<file path="config.mk">
export PLATFORM = sky130hd
export DESIGN_NAME = ddr_wr_launch
export DESIGN_NICKNAME = d
export VERILOG_FILES = /design/src/rtl/ddr_tx_pkg.sv /design/src/rtl/ddr_tx_phase.sv /design/src/rtl/ddr_tx_seq.sv /design/src/rtl/ddr_tx_cmd.sv /design/src/rtl/ddr_tx_wpath.sv /design/src/rtl/ddr_wr_launch.sv
export SDC_FILE = /design/constraint.sdc
export NUM_CORES = 1
export LEC_CHECK = 0
export CORE_MARGIN = 2
export CORE_UTILIZATION = 68
export DETAILED_ROUTE_END_ITERATION = 16
export DONT_BUFFER_PORTS = 1
export GPL_TIMING_DRIVEN = 0
export PLACE_DENSITY = 0.89
export SLEW_MARGIN = 20
export SYNTH_ARGS = -nofsm -noshare
export SYNTH_HDL_FRONTEND = slang
export SYNTH_SLANG_ARGS = --single-unit
</file>
<file path="constraint.sdc">
create_clock -name clk -period 5.55 [get_ports clk]
set_input_delay 1.11 -clock clk [delete_from_list [all_inputs] [get_ports clk]]
set_output_delay 1.11 -clock clk [all_outputs]
set_load 0.03 [all_outputs]
</file>
<file path="src/rtl/ddr_tx_pkg.sv">
`timescale 1ns/1ps
package ddr_tx_pkg;

    localparam int MAX_BEATS = 8;
    localparam int BIW       = $clog2(MAX_BEATS);
    localparam int QW        = $clog2(6 + 2 * MAX_BEATS + 1);

    typedef enum logic [2:0] {
        OP_MRS = 3'b000,
        OP_REF = 3'b001,
        OP_PRE = 3'b010,
        OP_ACT = 3'b011,
        OP_WR  = 3'b100,
        OP_RD  = 3'b101,
        OP_BST = 3'b110,
        OP_NOP = 3'b111
    } mem_op_t;

    typedef enum logic [2:0] {
        ST_IDLE,
        ST_ALIGN,
        ST_HOLD,
        ST_PRE,
        ST_BURST,
        ST_POST
    } seq_st_t;

    function automatic logic [3:0] beats_of(input logic [1:0] code);
        unique case (code)
            2'd0:    return 4'd2;
            2'd1:    return 4'd4;
            default: return 4'd8;
        endcase
    endfunction

endpackage

</file>
<file path="src/rtl/ddr_tx_phase.sv">
`timescale 1ns/1ps
module ddr_tx_phase (
    input  logic       clk,
    input  logic       rst_n,
    output logic [1:0] ph_next,
    output logic       mem_ck
);
    logic [1:0] ph;

    assign ph_next = ph + 2'd1;

    // quarters 0 and 1 drive the high half, 2 and 3 the low half
    always_ff @(posedge clk or negedge rst_n) begin
        if (!rst_n) begin
            ph     <= 2'd3;
            mem_ck <= 1'b0;
        end else begin
            ph     <= ph_next;
            mem_ck <= ~ph_next[1];
        end
    end
endmodule

</file>
<file path="src/rtl/ddr_tx_seq.sv">
`timescale 1ns/1ps
module ddr_tx_seq
    import ddr_tx_pkg::*;
(
    input  logic           clk,
    input  logic           rst_n,
    input  logic           cmd_valid,
    input  logic [2:0]     cmd_op,
    input  logic [1:0]     cmd_bl,
    input  logic [1:0]     ph_next,
    output logic           accept,
    output logic           launch,
    output logic           drop,
    output logic           oe_on,
    output logic           oe_off,
    output logic           beat_load,
    output logic [BIW-1:0] beat_idx,
    output logic           dqs_tgl
);
    seq_st_t         state, nxt;
    logic [QW-1:0]   qc;
    logic [QW-1:0]   qc_n;
    logic            is_wr;
    logic [3:0]      nbeats;
    logic [QW-1:0]   nb2;
    logic [QW-1:0]   q_last_edge;
    logic [QW-1:0]   q_end;

    assign qc_n        = qc + QW'(1);
    assign nb2         = QW'({nbeats, 1'b0});
    assign q_last_edge = nb2 + QW'(4);
    assign q_end       = nb2 + QW'(6);
    assign beat_idx    = beat_ptr;

    logic [BIW-1:0] beat_ptr;

    always_ff @(posedge clk or negedge rst_n) begin
        if (!rst_n) begin
            state    <= ST_IDLE;
            qc       <= '0;
            is_wr    <= 1'b0;
            nbeats   <= 4'd2;
            beat_ptr <= '0;
        end else begin
            state <= nxt;
            if (accept) begin
                is_wr  <= (cmd_op == OP_WR);
                nbeats <= beats_of(cmd_bl);
            end
            if (launch) begin
                qc       <= '0;
                beat_ptr <= '0;
            end else if (state != ST_IDLE && state != ST_ALIGN) begin
                qc <= qc_n;
            end
            if (beat_load) beat_ptr <= beat_ptr + BIW'(1);
        end
    end

    always_comb begin
        nxt       = state;
        accept    = 1'b0;
        launch    = 1'b0;
        drop      = 1'b0;
        oe_on     = 1'b0;
        oe_off    = 1'b0;
        beat_load = 1'b0;
        dqs_tgl   = 1'b0;
        unique case (state)
            ST_IDLE: begin
                if (cmd_valid) begin
                    accept = 1'b1;
                    nxt    = ST_ALIGN;
                end
            end
            ST_ALIGN: begin
                if (ph_next == 2'd2) begin
                    launch = 1'b1;
                    nxt    = is_wr ? ST_PRE : ST_HOLD;
                end
            end
            ST_HOLD: begin
                if (qc_n == QW'(4)) begin
                    drop = 1'b1;
                    nxt  = ST_IDLE;
                end
            end
            ST_PRE: begin
                if (qc_n == QW'(2)) oe_on = 1'b1;
                if (qc_n == QW'(4)) drop  = 1'b1;
                if (qc_n == QW'(5)) begin
                    beat_load = 1'b1;
                    nxt       = ST_BURST;
                end
            end
            ST_BURST: begin
                if (qc_n[0]) beat_load = 1'b1;
                else         dqs_tgl   = 1'b1;
                if (qc_n == q_last_edge) nxt = ST_POST;
            end
            ST_POST: begin
                if (qc_n == q_end) begin
                    oe_off = 1'b1;
                    nxt    = ST_IDLE;
                end
            end
            default: nxt = ST_IDLE;
        endcase
    end
endmodule

</file>
<file path="src/rtl/ddr_tx_cmd.sv">
`timescale 1ns/1ps
module ddr_tx_cmd
    import ddr_tx_pkg::*;
#(
    parameter int ADDR_W = 13
) (
    input  logic              clk,
    input  logic              rst_n,
    input  logic              accept,
    input  logic              launch,
    input  logic              drop,
    input  logic [2:0]        cmd_op,
    input  logic [ADDR_W-1:0] cmd_addr,
    output logic [2:0]        mem_cmd,
    output logic [ADDR_W-1:0] mem_addr
);
    logic [2:0]        op_q;
    logic [ADDR_W-1:0] addr_q;

    always_ff @(posedge clk or negedge rst_n) begin
        if (!rst_n) begin
            op_q     <= OP_NOP;
            addr_q   <= '0;
            mem_cmd  <= OP_NOP;
            mem_addr <= '0;
        end else begin
            if (accept) begin
                op_q   <= cmd_op;
                addr_q <= cmd_addr;
            end
            // launch and drop only fire on the 180-degree quarter
            if (launch) begin
                mem_cmd  <= op_q;
                mem_addr <= addr_q;
            end else if (drop) begin
                mem_cmd  <= OP_NOP;
            end
        end
    end
endmodule

</file>
<file path="src/rtl/ddr_tx_wpath.sv">
`timescale 1ns/1ps
module ddr_tx_wpath
    import ddr_tx_pkg::*;
#(
    parameter int DQ_W = 8
) (
    input  logic                      clk,
    input  logic                      rst_n,
    input  logic                      accept,
    input  logic [MAX_BEATS*DQ_W-1:0] cmd_wdata,
    input  logic                      oe_on,
    input  logic                      oe_off,
    input  logic                      beat_load,
    input  logic [BIW-1:0]            beat_idx,
    input  logic                      dqs_tgl,
    output logic [DQ_W-1:0]           dq_o,
    output logic                      dq_oe,
    output logic                      dqs_o,
    output logic                      dqs_oe
);
    logic [DQ_W-1:0] beats [MAX_BEATS];

    for (genvar g = 0; g < MAX_BEATS; g++) begin : g_beat
        always_ff @(posedge clk or negedge rst_n) begin
            if (!rst_n)      beats[g] <= '0;
            else if (accept) beats[g] <= cmd_wdata[g*DQ_W +: DQ_W];
        end
    end

    // data register: loads only on the 90 and 270-degree quarters
    always_ff @(posedge clk or negedge rst_n) begin
        if (!rst_n) begin
            dq_o  <= '0;
            dq_oe <= 1'b0;
        end else begin
            if (beat_load) dq_o <= beats[beat_idx];
            if (oe_on)       dq_oe <= 1'b1;
            else if (oe_off) dq_oe <= 1'b0;
        end
    end

    // strobe register: toggles only on the 0 and 180-degree quarters
    always_ff @(posedge clk or negedge rst_n) begin
        if (!rst_n) begin
            dqs_o  <= 1'b0;
            dqs_oe <= 1'b0;
        end else begin
            if (oe_on) begin
                dqs_oe <= 1'b1;
                dqs_o  <= 1'b0;
            end else if (oe_off) begin
                dqs_oe <= 1'b0;
                dqs_o  <= 1'b0;
            end else if (dqs_tgl) begin
                dqs_o  <= ~dqs_o;
            end
        end
    end
endmodule

</file>
<file path="src/rtl/ddr_wr_launch.sv">
`timescale 1ns/1ps
module ddr_wr_launch
    import ddr_tx_pkg::*;
#(
    parameter int ADDR_W = 13,
    parameter int DQ_W   = 8
) (
    input  logic                      clk,
    input  logic                      rst_n,
    input  logic                      cmd_valid,
    input  logic [2:0]                cmd_op,
    input  logic [ADDR_W-1:0]         cmd_addr,
    input  logic [1:0]                cmd_bl,
    input  logic [MAX_BEATS*DQ_W-1:0] cmd_wdata,
    output logic                      mem_ck,
    output logic [2:0]                mem_cmd,
    output logic [ADDR_W-1:0]         mem_addr,
    output logic [DQ_W-1:0]           dq_o,
    output logic                      dq_oe,
    output logic                      dqs_o,
    output logic                      dqs_oe
);
    logic [1:0]     ph_next;
    logic           accept, launch, drop, oe_on, oe_off, beat_load, dqs_tgl;
    logic [BIW-1:0] beat_idx;

    ddr_tx_phase u_phase (
        .clk     (clk),
        .rst_n   (rst_n),
        .ph_next (ph_next),
        .mem_ck  (mem_ck)
    );

    ddr_tx_seq u_seq (
        .clk       (clk),
        .rst_n     (rst_n),
        .cmd_valid (cmd_valid),
        .cmd_op    (cmd_op),
        .cmd_bl    (cmd_bl),
        .ph_next   (ph_next),
        .accept    (accept),
        .launch    (launch),
        .drop      (drop),
        .oe_on     (oe_on),
        .oe_off    (oe_off),
        .beat_load (beat_load),
        .beat_idx  (beat_idx),
        .dqs_tgl   (dqs_tgl)
    );

    ddr_tx_cmd #(.ADDR_W(ADDR_W)) u_cmd (
        .clk      (clk),
        .rst_n    (rst_n),
        .accept   (accept),
        .launch   (launch),
        .drop     (drop),
        .cmd_op   (cmd_op),
        .cmd_addr (cmd_addr),
        .mem_cmd  (mem_cmd),
        .mem_addr (mem_addr)
    );

    ddr_tx_wpath #(.DQ_W(DQ_W)) u_wpath (
        .clk       (clk),
        .rst_n     (rst_n),
        .accept    (accept),
        .cmd_wdata (cmd_wdata),
        .oe_on     (oe_on),
        .oe_off    (oe_off),
        .beat_load (beat_load),
        .beat_idx  (beat_idx),
        .dqs_tgl   (dqs_tgl),
        .dq_o      (dq_o),
        .dq_oe     (dq_oe),
        .dqs_o     (dqs_o),
        .dqs_oe    (dqs_oe)
    );
endmodule

</file>
* Word level (Yosys, flattened, before mapping) *
Index checks and enable logic that the tools add are counted.

operators by class
  add/subtract/negate cells = 5
  magnitude comparators = 1
  eq/ne operators = 20
  muxes and demuxes = 38
  bitwise logic cells = 3
  reductions and logical operators = 11

operator list
  cell                 count
  $mux 3               10
  $bmux 8 s3           1
  $mux 1               20
  $pmux 3 s6           1
  $mux 8               2
  $add 5x3->5 const B  2
  $eq 5x3->1 const B   2
  $eq 5x5->1           2
  $mux 5               2
  $ne 2x1->1 const B   5
  $eq 3x3->1 const B   3
  $pmux 4 s2           1
  $reduce_bool 2->1    4
  $eq 3x2->1 const B   2
  $reduce_and 6->1     1
  $reduce_bool 3->1    2
  $add 5x1->5 const B  1
  $eq 5x2->1 const B   1
  $ge 4x4->1 const B   1
  $not 3->4            1
  $add 3x1->3 const B  1
  $eq 3x1->1 const B   1
  $logic_not 3->1      1
  $ne 3x1->1 const B   1
  9 further kinds      10

word-level totals
  register bits = 125
  input bits = 85
  output and inout bits = 28
  word-level logic and storage cells = 100

* Longest topological paths before layout *
Gate-level depths: netlist of the first run.

  depth in word-level cells = 6
  depth in mapped cells = 9
  mapped depth without buffers = 7

* Cells and area by module *
From an unflattened synthesis of the first run, not the netlist that was laid out.

unflattened totals
  cells, all modules = 442
  area, all modules = 5835.6 um2

modules (own cells, without submodules)
  module        times used  cells each  area an instance (um2)  sequential area each (um2)
  ddr_tx_wpath  1           234         3325.7                  1851.8
  ddr_tx_cmd    1           74          1282.5                  808.3
  ddr_tx_seq    1           128         1128.6                  376.6
  ddr_tx_phase  1           6           98.8                    77.6

* Worst setup path after synthesis of the first run *
Ideal clock, no wire load.

  path kind = register -> register
  from = register u_seq.qc[1]
  to = register u_seq.state[0]
  setup time = 0.138 ns
  arrival time = 1.805 ns
  path slack = 3.607 ns
  stages on the path, launching flop included = 8
  buffers on the path = 1
  period minus slack after synthesis = 1.943 ns
  cell sequence = dfrtp_1 -> ha_1 -> buf_2 -> or3b_2 -> o41a_1 -> o31a_1 -> a21oi_1 -> o221ai_1

between the ends
  cells in the longest elaborated chain, start to end = 4

ends and longest elaborated chain
  what                                RTL line           RTL
  from (decl)                         ddr_tx_seq.sv:21   logic [QW-1:0] qc;
  from (signal assigned)              ddr_tx_seq.sv:54   qc <= qc_n;
  $add 5x1->5 *                       ddr_tx_seq.sv:29   assign qc_n = qc + QW'(1);
  $eq 5x5->1 (tied with other cells)  ddr_tx_seq.sv:102  if (qc_n == q_end) begin
  $ne 2x1->1 (no line)                n/a
  $reduce_and 6->1 (no line) *        n/a
  to (signal assigned)                ddr_tx_seq.sv:45   state <= nxt;
  to (decl)                           ddr_tx_seq.sv:20   seq_st_t state, nxt;

Mark *: on every way between the ends. The rest lies on a longest branch, timed or not.
A chain may end at the register's enable or synchronous reset.

==> results of run 1 <==
==> area by class of cell <==
class / count / area share [%]
Inverter: 10 / 0.597
Buffer: 37 / 2.96
Tap cell: 105 / 2.09
Sequential cell: 124 / 49.5
Clock inverter: 14 / 2.71
Multi-Input combinational cell: 416 / 35.5
Clock buffer: 18 / 6.64
==> cell usage in the layout, fill, tap and decap left out, types with 2 or more instances in the layout <==
master / synthesis / routed
sky130_fd_sc_hd__nand2_1: 303 / 303
sky130_fd_sc_hd__dfrtp_1: 115 / 115
sky130_fd_sc_hd__clkbuf_1: 17 / 18
sky130_fd_sc_hd__mux4_2: 16 / 16
sky130_fd_sc_hd__clkbuf_16: 0 / 16
sky130_fd_sc_hd__buf_2: 10 / 10
sky130_fd_sc_hd__inv_1: 10 / 10
sky130_fd_sc_hd__o21ai_1: 10 / 10
sky130_fd_sc_hd__mux2i_1: 9 / 9
sky130_fd_sc_hd__dfstp_2: 9 / 9
sky130_fd_sc_hd__nand3_1: 8 / 8
sky130_fd_sc_hd__buf_4: 7 / 7
sky130_fd_sc_hd__ha_1: 7 / 7
sky130_fd_sc_hd__o21ai_0: 5 / 5
sky130_fd_sc_hd__nor2_1: 4 / 4
sky130_fd_sc_hd__a21oi_1: 4 / 4
sky130_fd_sc_hd__xor2_1: 4 / 4
sky130_fd_sc_hd__clkinvlp_4: 0 / 4
sky130_fd_sc_hd__o31ai_1: 3 / 3
sky130_fd_sc_hd__nand2b_1: 3 / 3
sky130_fd_sc_hd__xnor2_1: 3 / 3
sky130_fd_sc_hd__nor3_1: 3 / 3
sky130_fd_sc_hd__o22a_1: 3 / 3
sky130_fd_sc_hd__bufinv_16: 0 / 3
sky130_fd_sc_hd__clkinv_2: 0 / 3
sky130_fd_sc_hd__clkinv_4: 0 / 3
sky130_fd_sc_hd__nor3b_1: 2 / 2
sky130_fd_sc_hd__nand3b_1: 2 / 2
sky130_fd_sc_hd__or3_1: 2 / 2
sky130_fd_sc_hd__nor4_1: 2 / 2
sky130_fd_sc_hd__a2bb2oi_1: 2 / 2
==> power groups by stage <==
| stage | registers [uW] | clock network [uW] | logic, uW |
|---|---|---|---|
| 5_1_grt | 1820 | 1150 | 1760 |
| 2_1_floorplan | 1670 | 0 | 1190 |
| 3_5_place_dp | 1770 | 0 | 1530 |
| 3_3_place_gp | 1740 | 0 | 1450 |
| 4_1_cts | 1770 | 1100 | 1580 |
| 6_report | 1780 | 1100 | 1590 |
==> how the worst max path moves through the flow <==
| stage | start | to | slack, ns | cells past startpoint |
|---|---|---|---|---|
| floorplan | u_seq.qc[1] | u_seq.state[0] | 3.61 | 7 |
| global placement | cmd_valid | u_wpath.beats[24] | 3.38 | 5 |
| detailed placement | u_seq.qc[1] | u_wpath.dq_o[7] | 3.34 | 8 |
| CTS | u_wpath.dq_oe | dqs_oe | 3.13 | 1 |
| global route | u_wpath.dq_oe | dqs_oe | 3.11 | 1 |
| finish | u_wpath.dq_oe | dqs_oe | 3.14 | 1 |
==> stage by stage <==
stage	instances	area (um2)
final	724	6290
after global routing	724	6290
after CTS	724	6290
after detailed placement	692	5700
after global placement	692	5700
after floorplan	587	5570
==> layer usage <==
metal	vias up	share of wire, %	routed length (um)	track usage [%]
met2	220	48	6780	52.9
met1	2111	38	5460	42.7
met5	-	0	0	0
li1	1930	-	-	-
met3	49	9.9	1410	11.2
met4	0	4.1	586	16.1
==> cells by family (layout without fill, tap and decap cells) <==
family / Yosys count / count (layout) / share of synthesized area [%]
buffers and inverters: 47 / 79 / 4.02
and+or+nand+nor: 336 / 336 / 24.0
DFF: 124 / 124 / 55.9
adders and majority gates: 7 / 7 / 1.57
muxes: 26 / 26 / 8.29
AOI/OAI and AO/OA: 39 / 39 / 4.72
xor gates and xnor gates: 8 / 8 / 1.50
==> flip-flops by register name (all words and copies together), names as in the netlist <==
name / count
u_wpath.beats: 64
u_cmd.addr_q: 13
u_cmd.mem_addr: 13
u_wpath.dq_o: 8
u_seq.qc: 5
u_cmd.mem_cmd: 3
u_cmd.op_q: 3
u_seq.beat_idx: 3
u_seq.nbeats: 3
u_seq.state: 3
u_phase.ph: 2
u_phase.mem_ck: 1
u_seq.is_wr: 1
u_wpath.dq_oe: 1
u_wpath.dqs_o: 1
==> worst reg2reg max path, delay by kind of cell (launching register included) <==
| family | cells | cell delay (ns) |
|---|---|---|
| flip-flops | 1 | 0.50 |
| AO/OA/AOI/OAI | 4 | 0.87 |
| adder cells (fa/ha/maj) | 1 | 0.21 |
| buffers and inverters | 1 | 0.17 |
| AND/OR/NAND/NOR | 1 | 0.45 |
==> impl_metrics.sql, run 1 <==
INSERT INTO impl_metrics (metric_group, metric, value, unit) VALUES
('outcome', 'run_status', 'completed', ''),
('sta', 'skew', '0.00755', 'ns'),
('power', 'leakagePower', '0.00313', 'uW'),
('clock_network', 'ctsRootBufferMaster', 'sky130_fd_sc_hd__clkbuf_8', ''),
('sta', 'max_slew_margin', '56.5', '%'),
('sta', 'hold_violations_final', '0', ''),
('clock_network', 'clock_latency', '0.53', 'ns'),
('worst_setup_path', 'worst-endpoint-arrival', '1.30', 'ns'),
('floorplanning', 'boundaryPins', '113', ''),
('finish', 'synthToLayoutAreaGrowth', '12.9', '%'),
('clock_network', 'clk_pin_slew_worst_paths', '0.06', 'ns'),
('power', 'swShare', '40.8', '%'),
('worst_setup_path', 'reg2reg_setup_slack', '3.21', 'ns'),
('clock_network', 'h_tree_depth_reported_by_cts', '4', ''),
('finish', 'final-seq-area', '3110', 'um2'),
('placed_design', 'io_buffers', '0', ''),
('global_routing', 'grt-ovfl-total', '0', ''),
('worst_setup_path', 'worstReg2RegEnd', 'u_seq.beat_idx[2]', ''),
('worst_setup_path', 'worst_r2r_startpoint', 'u_seq.qc[1]', ''),
('power', 'internal-power', '2650', 'uW'),
('route', 'drt_first_iter_violations', '384', ''),
('logic_synthesis', 'yosys.cell_count.top_type', 'sky130_fd_sc_hd__nand2_1', ''),
('clock_network', 'post_cts_resize_count', '0', ''),
('floorplanning', 'die_height', '94.5', 'um'),
('floorplanning', 'fp.dieW', '94.5', 'um'),
('global_routing', 'antenna_violations_before_repair', '0', ''),
('global_routing', 'first_global_vias', '4371', ''),
('logic_synthesis', 'post_synth_instance_area', '5570', 'um2'),
('worst_setup_path', 'worst_setup_path_start_kind', 'flop', ''),
('route', 'detail-route-antenna-nets', '0', ''),
('power', 'seqPwrFrac', '39.8', '%'),
('sta', 'timing.final.max_slew_violations', '0', ''),
('worst_setup_path', 'cp_slowest_stage_delay', '0.55', 'ns'),
('placed_design', 'place_worst_setup_slack', '3.34', 'ns'),
('route', 'drt-vias-per-instance', '5.95', ''),
('worst_setup_path', 'path_delay_family', 'flip-flops', ''),
('logic_synthesis', 'yosys-top-cells-count', 'sky130_fd_sc_hd__nand2_1, sky130_fd_sc_hd__dfrtp_1, sky130_fd_sc_hd__clkbuf_1, sky130_fd_sc_hd__mux4_2', ''),
('floorplanning', 'core_footprint', '8090', 'um2'),
('clock_network', 'cts_tree', 'done', ''),
('route', 'detailroute.via_count', '4310', ''),
('route', 'first_pass_iters', '5', ''),
('sta', 'layout_min_cycle_time', '2.41', 'ns'),
('finish', 'insertedDiodeCount', '0', ''),
('placed_design', 'detailed_place_hpwl', '9080', 'um'),
('logic_synthesis', 'synth_flop_cell', 'sky130_fd_sc_hd__dfrtp_1', ''),
('finish', 'final_util', '77.7', '%'),
('sta', 'finalSetupTns', '0', 'ns'),
('power', 'clock_power_share', '24.6', '%'),
('floorplanning', 'floorplan.die_area', '8930', 'um2'),
('sta', 'final-setup-viol-count', '0', ''),
('power', 'power.density', '710', 'nW/um2'),
('finish', 'total_area_of_multi_input_combinational_cells', '2230', 'um2'),
('clock_network', 'number_of_clock_buffers_inserted_by_tritoncts', '17', ''),
('sta', 'portion_of_the_clock_cycle_consumed_by_the_worst_path_in_the_final_layout', '43.4', '%'),
('sta', 'final.setup.worst_slack', '3.14', 'ns'),
('global_routing', 'maximum_number_of_pins_on_one_net_before_global_route_repair', '125', ''),
('logic_synthesis', 'ys_top_cells_by_area', 'sky130_fd_sc_hd__dfrtp_1, sky130_fd_sc_hd__nand2_1, sky130_fd_sc_hd__mux4_2', ''),
('min_path', 'worst_hold_path_type', 'primary input to async pin', ''),
('logic_synthesis', 'synth.largest_area_cell', 'sky130_fd_sc_hd__dfrtp_1', ''),
('placed_design', 'place_congestion', '0.889', ''),
('route', 'post_detailed_route_wirelength_per_cell', '19.7', 'um'),
('global_routing', 'global_route_wire_length_before_repair', '22000', 'um'),
('logic_synthesis', 'top_area_cell_type_share_of_the_netlist_area', '51.7', '%'),
('finish', 'share_of_post_route_cells_with_drive_strength_above_1', '12.8', '%'),
('logic_synthesis', 'syn-num-nets', '679', ''),
('floorplanning', 'core.rowCount', '33', ''),
('power', 'power.ir.vdd_worst', '402', 'uV'),
('route', 'drt_wl_total', '14200', 'um'),
('worst_setup_path', 'critical-path-slowest-cell', 'sky130_fd_sc_hd__dfrtp_1', ''),
('worst_setup_path', 'path_cells', 'buf_4', ''),
('logic_synthesis', 'synthDistinctLibCells', '50', '');
(Power assumes the default switching activity.)
==> run 2, diff against run 1 <==
--- a/config.mk
+++ b/config.mk
@@ -6,11 +6,11 @@
 export NUM_CORES = 1
 export LEC_CHECK = 0
 export CORE_MARGIN = 2
-export CORE_UTILIZATION = 68
+export CORE_UTILIZATION = 57
 export DETAILED_ROUTE_END_ITERATION = 16
 export DONT_BUFFER_PORTS = 1
 export GPL_TIMING_DRIVEN = 0
-export PLACE_DENSITY = 0.89
+export PLACE_DENSITY = 0.8
 export SLEW_MARGIN = 20
 export SYNTH_ARGS = -nofsm -noshare
 export SYNTH_HDL_FRONTEND = slang
==> constraint.sdc (replaced) <==
create_clock -name clk -period 2.1 [get_ports clk]
set_input_delay 0.42 -clock clk [delete_from_list [all_inputs] [get_ports clk]]
set_output_delay 0.42 -clock clk [all_outputs]
set_load 0.03 [all_outputs]
==> run 2 against run 1 <==
  * The run now ends with hold timing left
  * Sequential power rose to 2.6 times the previous value
  * Cell count up 12%
  * Flip-flop and latch count is the same
  * Clock skew is 0.0036 ns higher
  * Critical path depth grew 6
  * Count of clock-buffer cells in the layout up 3
  * Setup slack got worse by 3.1 ns
  * Hold slack got worse by 0.70 ns
  * Die area grew 18%
  * Wire length grew 8.5%
  * Largest power group unchanged
==> impl_metrics.sql, run 2 (synthesis gave the netlist of run 1 again) <==
INSERT INTO impl_metrics (metric_group, metric, value, unit) VALUES
('power', 'power.combinational.fraction', '36.4', '%'),
('worst_setup_path', 'critPathMaxFanout', '7', ''),
('placed_design', 'placed_cells_incl_taps', '720', ''),
('sta', 'grt_setup_unrepaired', 'true', ''),
('finish', 'regMostFlops', 'u_wpath.beats', ''),
('floorplanning', 'boundaryPins', '113', ''),
('finish', 'final_nets', '758', ''),
('placed_design', 'io_buffers', '0', ''),
('finish', 'fillCellCount', '679', ''),
('run', 'drv.max_cap_violation_count', '0', ''),
('global_routing', 'antenna_violations_before_repair', '0', ''),
('global_routing', 'grt-ovfl-total', '0', ''),
('floorplanning', 'core_footprint', '9640', 'um2'),
('power', 'leakagePower', '0.00343', 'uW'),
('power', 'power.density', '1740', 'nW/um2'),
('worst_setup_path', 'worst_setup_path_start_kind', 'flop', ''),
('power', 'seqPwrFrac', '38.4', '%'),
('placed_design', 'detailed_place_hpwl', '9260', 'um'),
('power', 'internal-power', '7370', 'uW'),
('finish', 'largest_registers', 'u_wpath.beats x64, u_cmd.addr_q x13, u_cmd.mem_addr x13', ''),
('power', 'clock_power_share', '25.2', '%'),
('floorplanning', 'die_height', '103', 'um'),
('clock_network', 'ctsRootBufferMaster', 'sky130_fd_sc_hd__clkbuf_8', ''),
('global_routing', 'first_global_vias', '4749', ''),
('outcome', 'run_status', 'finished with violations', ''),
('route', 'detail-route-antenna-nets', '0', ''),
('min_path', 'worst_hold_path_type', 'primary input to async pin', ''),
('power', 'total_switching_power', '4860', 'uW'),
('global_routing', 'maximum_number_of_pins_on_one_net_before_global_route_repair', '125', ''),
('floorplanning', 'start_util', '57.8', '%'),
('worst_setup_path', 'worst_setup_path_end_kind', 'flop', ''),
('finish', 'layoutNonFillerInstCount', '813', ''),
('route', 'post_detailed_route_wirelength_per_cell', '19.0', 'um'),
('clock_network', 'clock_latency', '0.53', 'ns'),
('outcome', 'violations', 'hold timing', ''),
('clock_network', 'cts_tree', 'done', ''),
('sta', 'portion_of_the_clock_cycle_consumed_by_the_worst_path_in_the_final_layout', '97.7', '%'),
('finish', 'mostFrequentLayoutCell', 'sky130_fd_sc_hd__nand2_1', ''),
('worst_setup_path', 'worst-endpoint-arrival', '2.45', 'ns'),
('sta', 'max_freq', '0.487', 'GHz'),
('route', 'drt_wl_total', '15500', 'um'),
('sta', 'skew', '0.0111', 'ns'),
('finish', 'synthToLayoutAreaGrowth', '25.8', '%'),
('placed_design', 'place_congestion', '0.868', ''),
('route', 'drt_first_iter_violations', '370', ''),
('route', 'first_pass_iters', '5', ''),
('global_routing', 'global_route_wire_length_before_repair', '23800', 'um'),
('clock_network', 'cts.sinks', '124', ''),
('clock_network', 'h_tree_depth_reported_by_cts', '4', ''),
('clock_network', 'number_of_clock_buffers_inserted_by_tritoncts', '17', ''),
('worst_setup_path', 'cp_required', '2.50', 'ns'),
('sta', 'layout_min_cycle_time', '2.05', 'ns'),
('global_routing', 'total_global_routing_track_utilization', '30.7', '%'),
('power', 'power.ir.vdd_worst', '1260', 'uV'),
('route', 'drc', '0', ''),
('sta', 'timing_worst_slew_pin_value', '0.619', 'ns'),
('sta', 'final-setup-viol-count', '0', ''),
('clock_network', 'cts-hold-fix-buffers', '57', ''),
('route', 'detailroute.via_count', '4542', ''),
('floorplanning', 'core.rowCount', '36', ''),
('clock_network', 'ctsLongestPathBuffers', '2', ''),
('worst_setup_path', 'timing.setup.critical_path_class', 'flop to flop', ''),
('clock_network', 'clk_pin_slew_worst_paths', '0.06', 'ns'),
('sta', 'timing.final.max_slew_violations', '0', ''),
('sta', 'hold_violations_final', '124', ''),
('route', 'drt-vias-per-instance', '5.59', ''),
('sta', 'timing.hold.ws', '-0.417', 'ns'),
('floorplanning', 'floorplan.die_area', '10600', 'um2'),
('sta', 'max_slew_margin', '58.8', '%'),
('finish', 'share_of_post_route_cells_with_drive_strength_above_1', '14.1', '%'),
('finish', 'largest_reg_flops', '64', ''),
('power', 'swShare', '39.7', '%'),
('finish', 'most-common-layout-cells', 'sky130_fd_sc_hd__nand2_1, sky130_fd_sc_hd__dfrtp_1, sky130_fd_sc_hd__dlygate4sd3_1', ''),
('sta', 'finalSetupTns', '0', 'ns'),
('floorplanning', 'fp.dieW', '103', 'um');
==> run 2: worst paths after layout <==
path	from	end	slack (ns)	cells past startpoint
worst max-delay path	u_seq.qc[0]	u_seq.beat_idx[2]	0.05	7
worst min register to register	u_phase.ph[0]	u_phase.ph[0]	0.44	1
worst max register to register	u_seq.qc[0]	u_seq.beat_idx[2]	0.05	7
max in group asynchronous	rst_n	u_seq.nbeats[1]	2.31	0
min in group clk	cmd_wdata[57]	u_wpath.beats[1]	0.01	2
worst min-delay path	rst_n	u_wpath.beats[60]	-0.42	0
==> run 2: final cells by class <==
cell class / count / area, um2 / area share [%]
multi-input cells: 416 / 2250 / 32.2
plain buffers: 37 / 213 / 3.04
clock buffers: 21 / 459 / 6.55
well taps: 133 / 166 / 2.38
clock inverters: 11 / 165 / 2.36
diodes: 1 / 2.50 / 0.0357
flip-flops and latches: 124 / 3120 / 44.5
inverters: 10 / 37.5 / 0.536
repair buffers: 60 / 593 / 8.47
==> run 2: per-stage QoR <==
stage          hold slack (ns)  util [%]  cell area, um2  total power (uW)  worst slack, ns
2_1_floorplan            0.124         -            5570              7580            0.157
5_1_grt                 -0.437      72.7            7000             13000          -0.0274
3_5_place_dp             0.129      59.5            5740              8730          -0.0742
3_3_place_gp             0.129      59.5            5740              8500          -0.0457
4_1_cts                 -0.437      72.1            6950             12000           0.0169
6_report                -0.417      72.7            7010             12200           0.0479
==> run 2: critical path, cell delays in order, from the launching register on <==
cell,delay (ns)
sky130_fd_sc_hd__dfrtp_1,0.38
sky130_fd_sc_hd__ha_1,0.16
sky130_fd_sc_hd__buf_4,0.14
sky130_fd_sc_hd__or3b_2,0.45
sky130_fd_sc_hd__o41a_1,0.17
sky130_fd_sc_hd__o21a_2,0.27
sky130_fd_sc_hd__o211ai_1,0.25
sky130_fd_sc_hd__o31ai_2,0.10
==> run 2: layer usage <==
metal  share of wire [%]  global-route usage [%]  vias to the layer above
met5                   0                       0                        -
met4                 2.9                    15.2                        0
met3                 8.2                    10.6                       44
met2                  50                    50.3                      234
met1                  38                    36.5                     2210
li1                    -                       -                     2054
==> run 2: what timing repair did <==
| action | CTS | global route |
|---|---|---|
| resized for setup | 3 | 29 |
| buffers inserted | 2 | 1 |
| setup endpoints to repair | 44 | 86 |
| hold endpoints to repair | 181 | 124 |
| pin swaps | 0 | 2 |
==> run 2: power by group through the flow <==
stage	Combinational [uW]	Clock, uW	Sequential, uW
floorplan	3150	0	4430
global placement	3890	0	4600
detailed placement	4070	0	4660
CTS	4260	3100	4640
global route	4940	3220	4790
finish	4450	3080	4700
